--- src/rtl/shirq_pkg.sv ---
package shirq_pkg;
  localparam int DATA_W    = 32;
  localparam int ADDR_W    = 4;
  localparam int NSRC      = 22;
  localparam int NGRP      = 4;
  localparam int MASK_W    = 7;
  localparam int STAT_WORD = 1;
  localparam int MASK_WORD = 2;
  localparam int GRP_LO [NGRP] = '{0, 7, 10, 11};
  localparam int GRP_W  [NGRP] = '{7, 3, 1, 11};
  localparam logic [NGRP-1:0] GRP_MASKABLE = 4'b0001;
endpackage

--- src/rtl/shirq_pending.sv ---
module shirq_pending
  import shirq_pkg::*;
#(
  parameter int N = NSRC
) (
  input  logic         clk,
  input  logic         rst_n,
  input  logic [N-1:0] src_i,
  input  logic         clr_wr,
  input  logic [N-1:0] keep_i,
  output logic [N-1:0] src_q,
  output logic [N-1:0] pend_q
);
  logic [N-1:0] rise;
  logic [N-1:0] pend_d;

  always_comb begin
    rise   = src_i & ~src_q;
    pend_d = clr_wr ? (pend_q & keep_i) : pend_q;
    pend_d = pend_d | rise;
  end

  always_ff @(posedge clk or negedge rst_n) begin
    if (!rst_n) begin
      src_q  <= '0;
      pend_q <= '0;
    end else begin
      src_q  <= src_i;
      pend_q <= pend_d;
    end
  end
endmodule

--- src/rtl/shirq_mask_reg.sv ---
module shirq_mask_reg
  import shirq_pkg::*;
#(
  parameter int W = MASK_W
) (
  input  logic         clk,
  input  logic         rst_n,
  input  logic         wr_i,
  input  logic [W-1:0] wdata_i,
  output logic [W-1:0] mask_n_q
);
  always_ff @(posedge clk or negedge rst_n) begin
    if (!rst_n)    mask_n_q <= '1;
    else if (wr_i) mask_n_q <= wdata_i;
  end
endmodule

--- src/rtl/shirq_group_or.sv ---
module shirq_group_or
  import shirq_pkg::*;
#(
  parameter int LO       = 0,
  parameter int W        = 1,
  parameter bit MASKABLE = 1'b0
) (
  input  logic [NSRC-1:0]   pend_i,
  input  logic [MASK_W-1:0] mask_n_i,
  output logic              irq_o
);
  logic [W-1:0] live;

  for (genvar k = 0; k < W; k++) begin : g_bit
    if (MASKABLE && (k < MASK_W)) begin : g_gated
      assign live[k] = pend_i[LO+k] & ~mask_n_i[k];
    end else begin : g_open
      assign live[k] = pend_i[LO+k];
    end
  end

  assign irq_o = |live;
endmodule

--- src/rtl/shirq_regif.sv ---
module shirq_regif
  import shirq_pkg::*;
(
  input  logic              reg_re,
  input  logic              reg_we,
  input  logic [ADDR_W-1:0] reg_addr,
  input  logic [DATA_W-1:0] reg_wdata,
  input  logic [NSRC-1:0]   pend_i,
  input  logic [MASK_W-1:0] mask_n_i,
  output logic              clr_wr_o,
  output logic [NSRC-1:0]   keep_o,
  output logic              mask_wr_o,
  output logic [MASK_W-1:0] mask_wdata_o,
  output logic [DATA_W-1:0] reg_rdata
);
  localparam int STAT_PAD = DATA_W - NSRC;
  localparam int MASK_PAD = DATA_W - MASK_W;

  logic hit_stat;
  logic hit_mask;

  assign hit_stat     = (reg_addr == ADDR_W'(STAT_WORD));
  assign hit_mask     = (reg_addr == ADDR_W'(MASK_WORD));
  assign clr_wr_o     = reg_we & hit_stat;
  assign keep_o       = reg_wdata[NSRC-1:0];
  assign mask_wr_o    = reg_we & hit_mask;
  assign mask_wdata_o = reg_wdata[MASK_W-1:0];

  always_comb begin
    reg_rdata = '0;
    if (reg_re) begin
      if (hit_stat)      reg_rdata = {{STAT_PAD{1'b0}}, pend_i};
      else if (hit_mask) reg_rdata = {{MASK_PAD{1'b0}}, mask_n_i};
    end
  end
endmodule

--- src/rtl/shirq_aggregator.sv ---
module shirq_aggregator
  import shirq_pkg::*;
(
  input  logic              clk,
  input  logic              rst_n,
  input  logic [NSRC-1:0]   src_i,
  input  logic              reg_re,
  input  logic              reg_we,
  input  logic [ADDR_W-1:0] reg_addr,
  input  logic [DATA_W-1:0] reg_wdata,
  output logic [DATA_W-1:0] reg_rdata,
  output logic [NGRP-1:0]   irq_o
);
  logic [NSRC-1:0]   src_q;
  logic [NSRC-1:0]   pend_q;
  logic [NSRC-1:0]   keep;
  logic              clr_wr;
  logic              mask_wr;
  logic [MASK_W-1:0] mask_wdata;
  logic [MASK_W-1:0] mask_n_q;

  shirq_regif u_regif (
    .reg_re      (reg_re),
    .reg_we      (reg_we),
    .reg_addr    (reg_addr),
    .reg_wdata   (reg_wdata),
    .pend_i      (pend_q),
    .mask_n_i    (mask_n_q),
    .clr_wr_o    (clr_wr),
    .keep_o      (keep),
    .mask_wr_o   (mask_wr),
    .mask_wdata_o(mask_wdata),
    .reg_rdata   (reg_rdata)
  );

  shirq_pending #(.N(NSRC)) u_pend (
    .clk   (clk),
    .rst_n (rst_n),
    .src_i (src_i),
    .clr_wr(clr_wr),
    .keep_i(keep),
    .src_q (src_q),
    .pend_q(pend_q)
  );

  shirq_mask_reg #(.W(MASK_W)) u_mask (
    .clk     (clk),
    .rst_n   (rst_n),
    .wr_i    (mask_wr),
    .wdata_i (mask_wdata),
    .mask_n_q(mask_n_q)
  );

  for (genvar g = 0; g < NGRP; g++) begin : g_grp
    shirq_group_or #(
      .LO      (GRP_LO[g]),
      .W       (GRP_W[g]),
      .MASKABLE(GRP_MASKABLE[g])
    ) u_or (
      .pend_i  (pend_q),
      .mask_n_i(mask_n_q),
      .irq_o   (irq_o[g])
    );
  end
endmodule

--- config.mk ---
export PLATFORM = sky130hd
export DESIGN_NAME = shirq_aggregator
export DESIGN_NICKNAME = d
export VERILOG_FILES = /design/src/rtl/shirq_pkg.sv /design/src/rtl/shirq_pending.sv /design/src/rtl/shirq_mask_reg.sv /design/src/rtl/shirq_group_or.sv /design/src/rtl/shirq_regif.sv /design/src/rtl/shirq_aggregator.sv
export SDC_FILE = /design/constraint.sdc
export NUM_CORES = 1
export LEC_CHECK = 0
export CORE_MARGIN = 2
export CORE_UTILIZATION = 45
export DETAILED_ROUTE_END_ITERATION = 7
export DONT_BUFFER_PORTS = 1
export PLACE_DENSITY_LB_ADDON = 0.08
export SYNTH_ARGS = -nofsm -noshare
export SYNTH_HDL_FRONTEND = slang
export SYNTH_HIERARCHICAL = 1
export SYNTH_SLANG_ARGS = --single-unit
--- constraint.sdc ---
create_clock -name clk -period 3.2 [get_ports clk]
set_clock_uncertainty 0.2 [all_clocks]
set_input_delay 0.16 -clock clk [delete_from_list [all_inputs] [get_ports clk]]
set_output_delay 0.16 -clock clk [all_outputs]
set_load 0.01 [all_outputs]
## Yosys cells after proc, flatten, opt, wreduce, memory -nomap -nowiden

Index checks and enable logic that the tools add are counted.

- Register bits: 51
- Bits in latches: 0
- Memory bits (writable): 0
- ROM bits: 0
- Output and inout bits: 36
- Word-level logic and storage cells: 32
- Memories kept: 0

- Add/sub/neg operators: 0
- Multiply operators: 0
- Div/mod/pow operators: 0
- Order comparisons: 0
- Eq/ne operators: 2
- Shift operators: 0
- Multiplexer cells: 4
- Bitwise gates (word level): 20
- Reduce and logical (&&, ||, !) cells: 3

Operators with widths:

| operator | count |
|---|---|
| 32-bit 2-to-1 mux | 2 |
| 22-bit bitwise AND | 2 |
| 22-bit 2-to-1 mux | 1 |
| 22-bit NOT | 1 |
| 22-bit OR | 1 |
| 11-bit OR reduction | 1 |
| 1-bit bitwise AND | 9 |
| 7-bit 2-to-1 mux | 1 |
| 1-bit NOT | 7 |
| 7-bit OR reduction | 1 |
| 4-bit by 1-bit equality test with 1-bit output (second input constant) | 1 |
| 4-bit by 2-bit equality test with 1-bit output (second input constant) | 1 |
| 3-bit OR reduction | 1 |

## Logic depth before layout (Yosys ltp)

- Depth in word-level cells: 4
- Gate-level depth with buffers: 7
- Gate-level depth less buffers: 4

## Modules after synthesis

The synthesis kept the hierarchy.

Modules (own cells, without submodules):

| module | times used | cells an instance | area each (um2) |
|---|---|---|---|
| shirq_pending | 1 | 112 | 1,529.0 |
| shirq_regif | 1 | 102 | 713.2 |
| shirq_mask_reg | 1 | 15 | 300.3 |
| shirq_group_or at g_grp[0].u_or | 1 | 10 | 55.1 |
| shirq_group_or at g_grp[3].u_or | 1 | 4 | 22.5 |
| shirq_group_or at g_grp[2].u_or | 1 | 1 | 7.5 |
| shirq_group_or at g_grp[1].u_or | 1 | 1 | 6.3 |

## Least setup slack after synthesis

No wires, ideal clock.

- Path kind: input to register
- From: input port reg_addr[1]
- To: register u_pend.pend_q[0]
- Arrival: 1.232 ns
- Setup slack: 1.647 ns
- Stages: 7
- Buffers on the path: 3
- Cell sequence: nand2b_1 -> buf_2 -> buf_4 -> nor2_1 -> clkbuf_4 -> nand2b_1 -> a22o_1

- Longest elaborated chain between the ends: 4

Ends and longest elaborated chain:

| item | line | text |
|---|---|---|
| start: declaration | shirq_aggregator.sv:9 | `input logic [ADDR_W-1:0] reg_addr,` |
| 4-bit by 1-bit equality test with 1-bit output | shirq_regif.sv:22 | `assign hit_stat = (reg_addr == ADDR_W'(STAT_WORD));` |
| 1-bit bitwise AND | shirq_regif.sv:24 | `assign clr_wr_o = reg_we & hit_stat;` |
| via clr_wr | shirq_aggregator.sv:17 | `logic clr_wr;` |
| 22-bit 2-to-1 mux | shirq_pending.sv:19 | `pend_d = clr_wr ? (pend_q & keep_i) : pend_q;` |
| 22-bit OR | shirq_pending.sv:20 | `pend_d = pend_d \| rise;` |
| via u_pend.pend_d[0] | shirq_pending.sv:15 | `logic [N-1:0] pend_d;` |
| end signal: assignment | shirq_pending.sv:29 | `pend_q <= pend_d;` |
| end: declaration | shirq_pending.sv:12 | `output logic [N-1:0] pend_q` |

The timed path passes the listed nets, and every way through them passes these cells.
A chain may end at the register's enable or synchronous reset.

## Worst setup path in the final report

- From: input port reg_addr[0]
- To: register u_mask.mask_n_q[5]

- Longest elaborated chain between the ends: 2

Ends and longest elaborated chain:

| item | line | text |
|---|---|---|
| 4-bit by 2-bit equality test with 1-bit output | shirq_regif.sv:23 | `assign hit_mask = (reg_addr == ADDR_W'(MASK_WORD));` |
| 1-bit bitwise AND | shirq_regif.sv:26 | `assign mask_wr_o = reg_we & hit_mask;` |
| via mask_wr | shirq_aggregator.sv:18 | `logic mask_wr;` |
| end signal: assignment | shirq_mask_reg.sv:14 | `else if (wr_i) mask_n_q <= wdata_i;` |
| end: declaration | shirq_mask_reg.sv:10 | `output logic [W-1:0] mask_n_q` |

The timed path passes the listed nets, and every way through them passes these cells.

==> qor.csv <==
metric,value,unit
status,"finished, final reports clean",
hold path endpoint,u_mask/mask_n_q[2],
buffers inserted by post-CTS timing repair,0,
Core Region,5574,um^2
data required time of the critical path,3.23,ns
Vias/cell,4.914,
Max stage delay on crit path,0.66,ns
flop-to-flop setup slack,1.71,ns
Die Width,80.51,um
register area share after synthesis,48.79,%
WP data arrival,2.30,ns
#FFs+latches synth,51,
vias in the first global route,1768,
worst slew pin tran,0.7976,ns
Max Clock Freq,439.7,MHz
setup TNS,0,ns
switching part of the total,23.00,%
# nets final,325,
Clock Path Buffers,2,
met3 wire length,362,um
final worst slack,0.9255,ns
Comb pwr share,13.7,%
via count,1661,
min Tclk post-route,2.275,ns
I/O Buffers,0,
LEAKAGE,1.410,nW
Wirelength per Cell,15.30,um
RSZ-0062 raised after global routing,no,
wl on met1,2.065,mm
Reg power frac,56.3,%
Int Power,1.007,mW
Clock power frac,30.0,%
Worst-path clk slew,0.09,ns
"commonest cells after routing, fill and taps aside","dlygate4sd3_1 (47), dfrtp_1 (44), inv_1 (43)",
most frequent CP cell,dlygate4sd3_1,
r2r endpoint,u_mask/mask_n_q[5],
IO Count,98,
Worst Hold Depth,2,
Die Ht,80.51,um
Initial Util,47.25,%
DR top layer,met4,
"most common cell after layout, fill and taps aside",dlygate4sd3_1,
gr ovfl total,0,
worst reg2reg startpoint,u_mask/mask_n_q[5],
Clock Latency Late Sink,0.29,ns
crit-path cells,dlygate4sd3_1 > nor3b_1 > mux2_4 > dlygate4sd3_1,
syn avg cell area,10.75,um^2
P&R area growth vs syn,14.54,%
Netlist Area Pre-Place,2634,um^2
Iter 0 DRT Violations,63,
CP Class,in2reg,
net switching power,0.3008,mW
Slowest cell on crit path,nor3b_1,
final count of negative-setup-slack endpoints,0,
"Max FO, Critical Path",16,
dpl ws,1.058,ns
CTS tree,built,
final hold vios,0,
share of cells above drive strength 1,15.15,%
post-route cell area,3017,um^2
max-cap violation count,0,
routed wire length on met2,2.679,mm
Max Slew Vio Count,0,
worst reg2reg path depth,2,
largest net degree at the start of global routing,52,
hold_sp,reg_addr[1],
dpl hpwl,3.536,mm
# clock sinks,51,
Slew HR,46.71,%
CTS root buf,clkbuf_8,
startpoint types,input pin,
Cells after Synth,245,
final worst path period share,71.08,%
placed cell area,2414,um^2
GP Congestion,0.6989,
DRT Pass-1 Iters,4,
Die ar.,6481,um^2
worst vdd ir,0.2475,mV
Worst setup EP type,flop,
critical path's top delay family,buffers and inverters,
site row count,27,
Routed WL,5.171,mm
Yosys cell types,26,
first-pass GRT wire length,8.556,mm
PnR Total Power,1.308,mW
drc violations,0,
WP buf/inv,2,
H-tree levels,2,
P per Cell Area,433.5,nW/um^2
remaining antenna violation count after routing,0,
CTS Buf Count,5,
initial antenna violation count,2,
yosys warns,6,
GRT Resource Usage Total,17.61,%
Hold WC Path Type,in2reg,
==> kinds of logic after synthesis <==
logic type,Yosys count,synth area share [%]
AND/OR/NAND/NOR,62,17.29
multiplexers,7,3.990
buffers and inverters,92,20.14
flip-flops,51,48.79
AO/OA/AOI/OAI,32,9.644
other,1,0.1424
==> routing by layer <==
metal | vias to the layer above | GRT usage [%]
li1 | 784 | -
met1 | 812 | 19.87
met2 | 60 | 31.25
met3 | 5 | 5.618
met4 | 0 | 5.932
met5 | - | 0
==> stage by stage <==
stage          cells  hold slack, ns  utilization [%]
2_1_floorplan    254         -0.3356                -
3_3_place_gp     280         -0.3337            43.30
3_5_place_dp     280         -0.3340            43.30
4_1_cts          336         0.09816            54.03
5_1_grt          338          0.1011            54.12
6_report         338          0.1083            54.12
==> power by group through the flow <==
stage	Clock, mW	Sequential (mW)	Combinational [mW]
detailed placement	0	0.749	0.109
global route	0.436	0.744	0.197
finish	0.393	0.736	0.179
global placement	0	0.746	0.105
CTS	0.405	0.736	0.180
floorplan	0	0.738	0.136
==> synthesized netlist by cell type <==
master	count	area (um^2)
a22o_1	22	192.7
dfrtp_1	44	1101
buf_2	1	5.000
nor3_1	3	15.01
nor2_1	1	3.750
or3_1	1	6.260
clkbuf_4	2	15.01
nand2b_1	24	150.1
dfstp_2	7	183.9
o2111ai_1	1	8.760
a21oi_1	7	35.03
or3b_4	1	11.26
clkbuf_1	2	7.510
inv_1	43	161.4
or3b_1	1	8.760
nor3b_1	1	7.510
buf_6	3	33.78
nor4_1	2	12.51
a22oi_1	1	7.510
nand3b_1	14	105.1
nor3_2	13	130.1
buf_4	41	307.8
conb_1	1	3.750
a222oi_1	1	10.01
mux2_4	7	105.1
nand3_1	1	5.000
==> repair_timing <==
action | in CTS | in global routing
hold endpoints to repair | 102 | 0
hold buffers | 48 | 0
gates resized for setup | 0 | 0
==> worst register-to-register path: cells and delay by family, from the launching register on <==
kind / cells / cell delay [ns]
flops: 1 / 0.55
buf+inv: 1 / 0.55
mux: 1 / 0.14
==> registers in the layout, indices dropped and copies added, names as in the netlist <==
name and count:
u_pend/pend_q 22, u_pend/src_q 22, u_mask/mask_n_q 7
==> worst max-delay path by stage <==
stage / start / to / slack [ns] / depth (start not counted)
detailed placement: reg_addr[3] / u_mask/mask_n_q[0] / 1.06 / 4
finish: reg_addr[0] / u_mask/mask_n_q[5] / 0.93 / 4
global placement: reg_addr[3] / u_mask/mask_n_q[1] / 1.12 / 4
global route: reg_addr[0] / u_mask/mask_n_q[5] / 0.89 / 4
floorplan: reg_addr[1] / u_pend/pend_q[0] / 1.65 / 7
CTS: reg_addr[0] / u_mask/mask_n_q[5] / 0.94 / 4
==> cell type report <==
type	instances	area (um^2)
multi-input cells	111	854.6
inverters	43	161.4
well taps	72	90.09
fillers	521	2557
repair buffers	51	520.5
diodes	2	5.005
clock buffers	8	100.1
flip-flops and latches	51	1285
Power figures use the tool's default switching activity.
